## config.mk

```make
export PLATFORM = sky130hd
export DESIGN_NAME = t1e1_loop_cond
export DESIGN_NICKNAME = d
export VERILOG_FILES = /design/src/rtl/t1e1_loop_cond.sv
export SDC_FILE = /design/constraint.sdc
export NUM_CORES = 1
export LEC_CHECK = 0
export ABC_AREA = 1
export BUFFER_PORTS_ARGS = -buffer_cell sky130_fd_sc_hd__buf_4
export CAP_MARGIN = 10
export CELL_PAD_IN_SITES_DETAIL_PLACEMENT = 1
export CELL_PAD_IN_SITES_GLOBAL_PLACEMENT = 1
export CORE_MARGIN = 4
export CORE_UTILIZATION = 33
export CTS_CLUSTER_SIZE = 14
export DETAILED_ROUTE_END_ITERATION = 12
export PLACE_DENSITY = 0.86
export SLEW_MARGIN = 0
export SYNTH_ARGS = -nofsm -noshare
export SYNTH_HDL_FRONTEND = slang
export SYNTH_SLANG_ARGS = --single-unit
```

## constraint.sdc

```tcl
create_clock -name clk -period 5 [get_ports clk]
set_input_delay 0.75 -clock clk [delete_from_list [all_inputs] [get_ports clk]]
set_output_delay 0.75 -clock clk [all_outputs]
set_load 0.02 [all_outputs]
```

## src/rtl/t1e1_loop_cond.sv

```systemverilog
module t1e1_loop_cond #(
  parameter int T1_PAY_BITS = 192,
  parameter int E1_PAY_BITS = 248
) (
  input  logic       clk,
  input  logic       rst_n,
  input  logic       cfg_e1,
  input  logic [1:0] cfg_inv_sel,
  input  logic       cfg_lof_force,
  input  logic       cfg_pay_loop,
  input  logic       cfg_frm_loop,
  input  logic       rx_line_bit,
  input  logic       rx_fr_bit,
  input  logic       rx_cls_frm,
  input  logic       rx_cls_sig,
  input  logic       rx_cls_pay,
  input  logic       rx_lof,
  input  logic       rx_fsync,
  input  logic       rx_bit_en,
  input  logic       tx_ser_in,
  input  logic       tx_sig_in,
  input  logic       tx_sig_ins,
  input  logic       tx_fsync_in,
  input  logic       tx_chclk_in,
  input  logic       tx_chblk_in,
  input  logic       tx_fmt_bit,
  output logic       rx_ser_out,
  output logic       rx_framer_in,
  output logic       rx_clk_sel_tx,
  output logic       tx_framer_in,
  output logic       tx_fsync_out,
  output logic       tx_clk_sel_rx,
  output logic       tx_chclk_out,
  output logic       tx_chblk_out,
  output logic       line_tx_out,
  output logic       loop_conflict
);

  localparam int MAX_PAY = (T1_PAY_BITS > E1_PAY_BITS) ? T1_PAY_BITS : E1_PAY_BITS;
  localparam int CW      = $clog2(MAX_PAY + 1);

  logic [CW-1:0] pay_cnt, pay_idx, pay_lim;
  logic          in_window, frm_on, pay_on, inv_hit, loop_bit;

  assign frm_on        = cfg_frm_loop;
  assign pay_on        = cfg_pay_loop & ~cfg_frm_loop;
  assign loop_conflict = cfg_pay_loop & cfg_frm_loop;

  assign pay_lim   = cfg_e1 ? CW'(E1_PAY_BITS) : CW'(T1_PAY_BITS);
  assign pay_idx   = rx_fsync ? '0 : pay_cnt;
  assign in_window = pay_idx < pay_lim;

  always_ff @(posedge clk or negedge rst_n) begin
    if (!rst_n)
      pay_cnt <= '0;
    else if (rx_bit_en) begin
      if (rx_cls_pay && in_window)
        pay_cnt <= pay_idx + CW'(1);
      else if (rx_fsync)
        pay_cnt <= '0;
    end
  end

  always_comb begin
    unique case (cfg_inv_sel)
      2'b01:   inv_hit = rx_cls_frm;
      2'b10:   inv_hit = rx_cls_sig;
      2'b11:   inv_hit = rx_cls_pay;
      default: inv_hit = 1'b0;
    endcase
  end

  assign rx_ser_out    = (cfg_lof_force & rx_lof) | (rx_fr_bit ^ inv_hit);
  assign rx_framer_in  = frm_on ? tx_fmt_bit : rx_line_bit;
  assign rx_clk_sel_tx = frm_on;

  assign loop_bit      = (rx_cls_pay & in_window) ? rx_fr_bit : 1'b1;
  assign tx_framer_in  = pay_on ? loop_bit : (tx_sig_ins ? tx_sig_in : tx_ser_in);
  assign tx_fsync_out  = pay_on ? rx_fsync : tx_fsync_in;
  assign tx_clk_sel_rx = pay_on;
  assign tx_chclk_out  = tx_chclk_in & ~pay_on;
  assign tx_chblk_out  = tx_chblk_in & ~pay_on;
  assign line_tx_out   = (frm_on & ~cfg_e1) | tx_fmt_bit;

  assert_cnt_bound_R5: assert property (@(posedge clk) disable iff (!rst_n)
    pay_cnt <= CW'(MAX_PAY));

  assert_cnt_step_R5: assert property (@(posedge clk) disable iff (!rst_n)
    (rx_bit_en && rx_cls_pay && !rx_fsync && pay_cnt < pay_lim) |=> (pay_cnt == $past(pay_cnt) + CW'(1)));

  assert_cnt_hold_R5: assert property (@(posedge clk) disable iff (!rst_n)
    !rx_bit_en |=> $stable(pay_cnt));

  assert_lof_high_R2: assert property (@(posedge clk) disable iff (!rst_n)
    (cfg_lof_force && rx_lof) |-> rx_ser_out);

  assert_chan_quiet_R7: assert property (@(posedge clk) disable iff (!rst_n)
    tx_clk_sel_rx |-> (!tx_chclk_out && !tx_chblk_out));

  assert_t1_ones_R9: assert property (@(posedge clk) disable iff (!rst_n)
    rx_clk_sel_tx && !cfg_e1 |-> line_tx_out);

  assert_one_loop_R10: assert property (@(posedge clk) disable iff (!rst_n)
    !(rx_clk_sel_tx && tx_clk_sel_rx));

  assert_class_onehot_R1: assert property (@(posedge clk) disable iff (!rst_n)
    $onehot0({rx_cls_frm, rx_cls_sig, rx_cls_pay}));

endmodule

```

==> results.yml <==
synth:
  ys_seq_area_frac: 0.249
  syn_area_per_cell_um2: 6.09
  synth-seq-cells: 8
  yosysWarnings: 0
  synth_top_area_share: 0.249
  synth_area_leader_cell: "dfrtp_1"
  synth.distinct_cells: 21
  synth_area_leaders: "dfrtp_1 (25%), nand2_1 (18%), inv_1 (11%)"
  syn-cell-area_um2: 803
  syn_nets: 157
  netlist_instances: 132
worst_setup_path:
  path_cells: "buf_4, nor2_1, ha_1, o21ai_0, nand2_2, nand3_4, nand2_4, o21ai_1, o21ai_0, buf_4"
  rrSetupSlack_ns: 3.19
  end_kind: "output port"
  path_class: "in2out"
  r2r-start: "pay_cnt[4]"
  cp_max_fo: 8
  worstPathRequired_ns: 4.25
  rr_endpoint: "pay_cnt[0]"
  slowest_delay_ns: 0.29
  slowest_stage: "ha_1"
  reg2regPathDepth: 9
  cp-start-kind: "input port"
  cp-startpoint: "rx_fsync"
  endpoint: "tx_framer_in"
  crit_arrival_ns: 2.26
power_and_ir_drop:
  ir_drop_mv: 0.119
  p_leak_nw: 0.611
  power-per-cell-area_nw_per_um2: 165
routing:
  routed_wl_mm: 2.45
  vias_per_cell: 4.90
  drcViolationCount: 0
  post_drt_wl_per_cell_um: 12.8
  wl_met1_um: 979
  routed.top_layer: "met4"
  wl_met2_mm: 1.32
  dr.first_iter.drc_count: 9
  wl_met3_um: 134
  ant_nets: 0
  vias: 940
  dr.pass1.iters: 4
finish:
  regMostFlops: "pay_cnt"
  areaGrowthSynthToFinish_pct: 34.9
  drive_gt1_frac: 0.287
  num_antenna_cells: 0
  design_area_um2: 1080
  largest_reg_flops: 8
  layout.nets: 191
  final_cell_count_no_fill: 192
  top_regs: "pay_cnt: 8 flops"
sta:
  final.min_clock_period_ns: 3.01
  worst_slew_pin_slew_ns: 0.263
  max_clock_freq_mhz: 333
  finalHoldViolCount: 0
  setup-tns-final_ns: 0
  fin_skew_ns: 0.00222
  finalSetupViolCount: 0
  slew_violations: 0
  rsz0062_at_grt: "false"
  finalCritPeriodShare: 0.601
  slew_headroom: 0.824
floorplan:
  die_h_um: 57.3
  ios: 33
  coreArea_um2: 2250
  die_area_um2: 3290
  die_width_um: 57.3
  rows: 17
  start_util: 0.356
grt:
  grt_pass1_wl_mm: 4.23
  grt_max_degree: 12
  grt_antenna_before_repair: 0
  grt_pass1_vias: 1033
  gr-total-overflow: 0
  track_usage: 0.159
placement:
  place_inst: 189
  dp_hpwl_mm: 2.11
  placed_area_um2: 1060
  routabilityCongestion: 0.827
  port_buffers: 32
hold_path:
  holdCritPathClass: "in2async"
cts:
  cts.sinks: 8
  cts.path.max_buffers: 2
  insertion_delay_ns: 0.25
  clkTransAtPathRegs_ns: 0.05
  htreeDepth: 1
  postCtsHoldBufs: 0
  cts_resized: 0
  tritoncts.num_buffers: 3
  cts_root_buffer: "clkbuf_4"
  post-cts-setup-buffers: 0
  cts_tree: "done"
outcome:
  status: "complete, no violations"
job:
  cap_viol_max_count: 0
==> layer usage <==
metal,vias to the layer above,GRT usage
met5,-,0
met4,0,0.0497
met3,2,0.0158
met2,24,0.310
met1,436,0.179
li1,478,-
==> power by group <==
part	switching [mW]	total (mW)	leakage (nW)	internal, mW
clock	0.0209	0.0482	0.0138	0.0274
combinational	0.0338	0.0608	0.489	0.0271
sequential	0.00184	0.0692	0.109	0.0674
==> critical path: cells and delay by family <==
family,cells,cell delay [ns]
AO/OA/AOI/OAI,3,0.41
adder cells (fa/ha/maj),1,0.29
buffers and inverters,2,0.29
AND/OR/NAND/NOR,4,0.51
==> final cells by class <==
class | count | area, µm²
flip-flops and latches | 8 | 200
inverters | 25 | 96.3
multi-input cells | 96 | 489
clock buffers | 3 | 22.5
repair buffers | 32 | 240
well taps | 28 | 35.0
fillers | 325 | 1170
==> through the flow <==
stage               hold slack [ns]  power [mW]  utilization  worst slack [ns]
floorplan                     0.449       0.102            -              2.29
global placement              0.468       0.129        0.471              2.03
detailed placement            0.471       0.132        0.471              1.98
CTS                           0.304       0.181        0.481              1.98
global route                  0.292       0.193        0.481              1.88
finish                        0.308       0.178        0.481              1.99
==> logic make-up after synthesis <==
kind of cell	after synthesis	share of synthesized area
compound gates	11	0.0685
fa+ha+maj	2	0.0311
buf+inv	28	0.142
flops	8	0.249
mux	1	0.0125
simple gates	82	0.497
==> synthesized netlist by cell type <==
library cell / instances
inv_4: 1
or2_2: 1
nand3_2: 1
nand2_1: 38
o21ai_0: 7
nor2_1: 13
dfrtp_1: 8
nand3_4: 1
nand2_2: 4
a21oi_1: 1
nand4_1: 7
mux2i_1: 1
buf_4: 1
nor2_4: 2
nand3_1: 13
ha_1: 2
inv_1: 24
nor2_2: 1
o21ai_1: 3
nand2_4: 1
buf_2: 2
==> worst min path at each step <==
stage / end / cells after the start / slack (ns)
5_1_grt: pay_cnt[6] / 1 / 0.29
3_5_place_dp: pay_cnt[4] / 2 / 0.47
2_1_floorplan: pay_cnt[0] / 0 / 0.45
3_3_place_gp: pay_cnt[4] / 2 / 0.47
6_report: pay_cnt[0] / 1 / 0.31
4_1_cts: pay_cnt[0] / 1 / 0.30
==> placed cells by master, fill, tap and decap left out <==
cell type / instances
clkbuf_4: 3
nand2_2: 4
inv_1: 24
a21oi_1: 1
nor2_1: 13
o21ai_0: 7
nand3_4: 1
mux2i_1: 1
nor2_2: 1
ha_1: 2
dfrtp_1: 8
nand2_4: 1
o21ai_1: 3
nand2_1: 38
inv_4: 1
buf_4: 32
nand4_1: 7
nand3_2: 1
nor2_4: 2
nand3_1: 13
or2_2: 1
No activity file was read; power rests on OpenSTA's default activity.
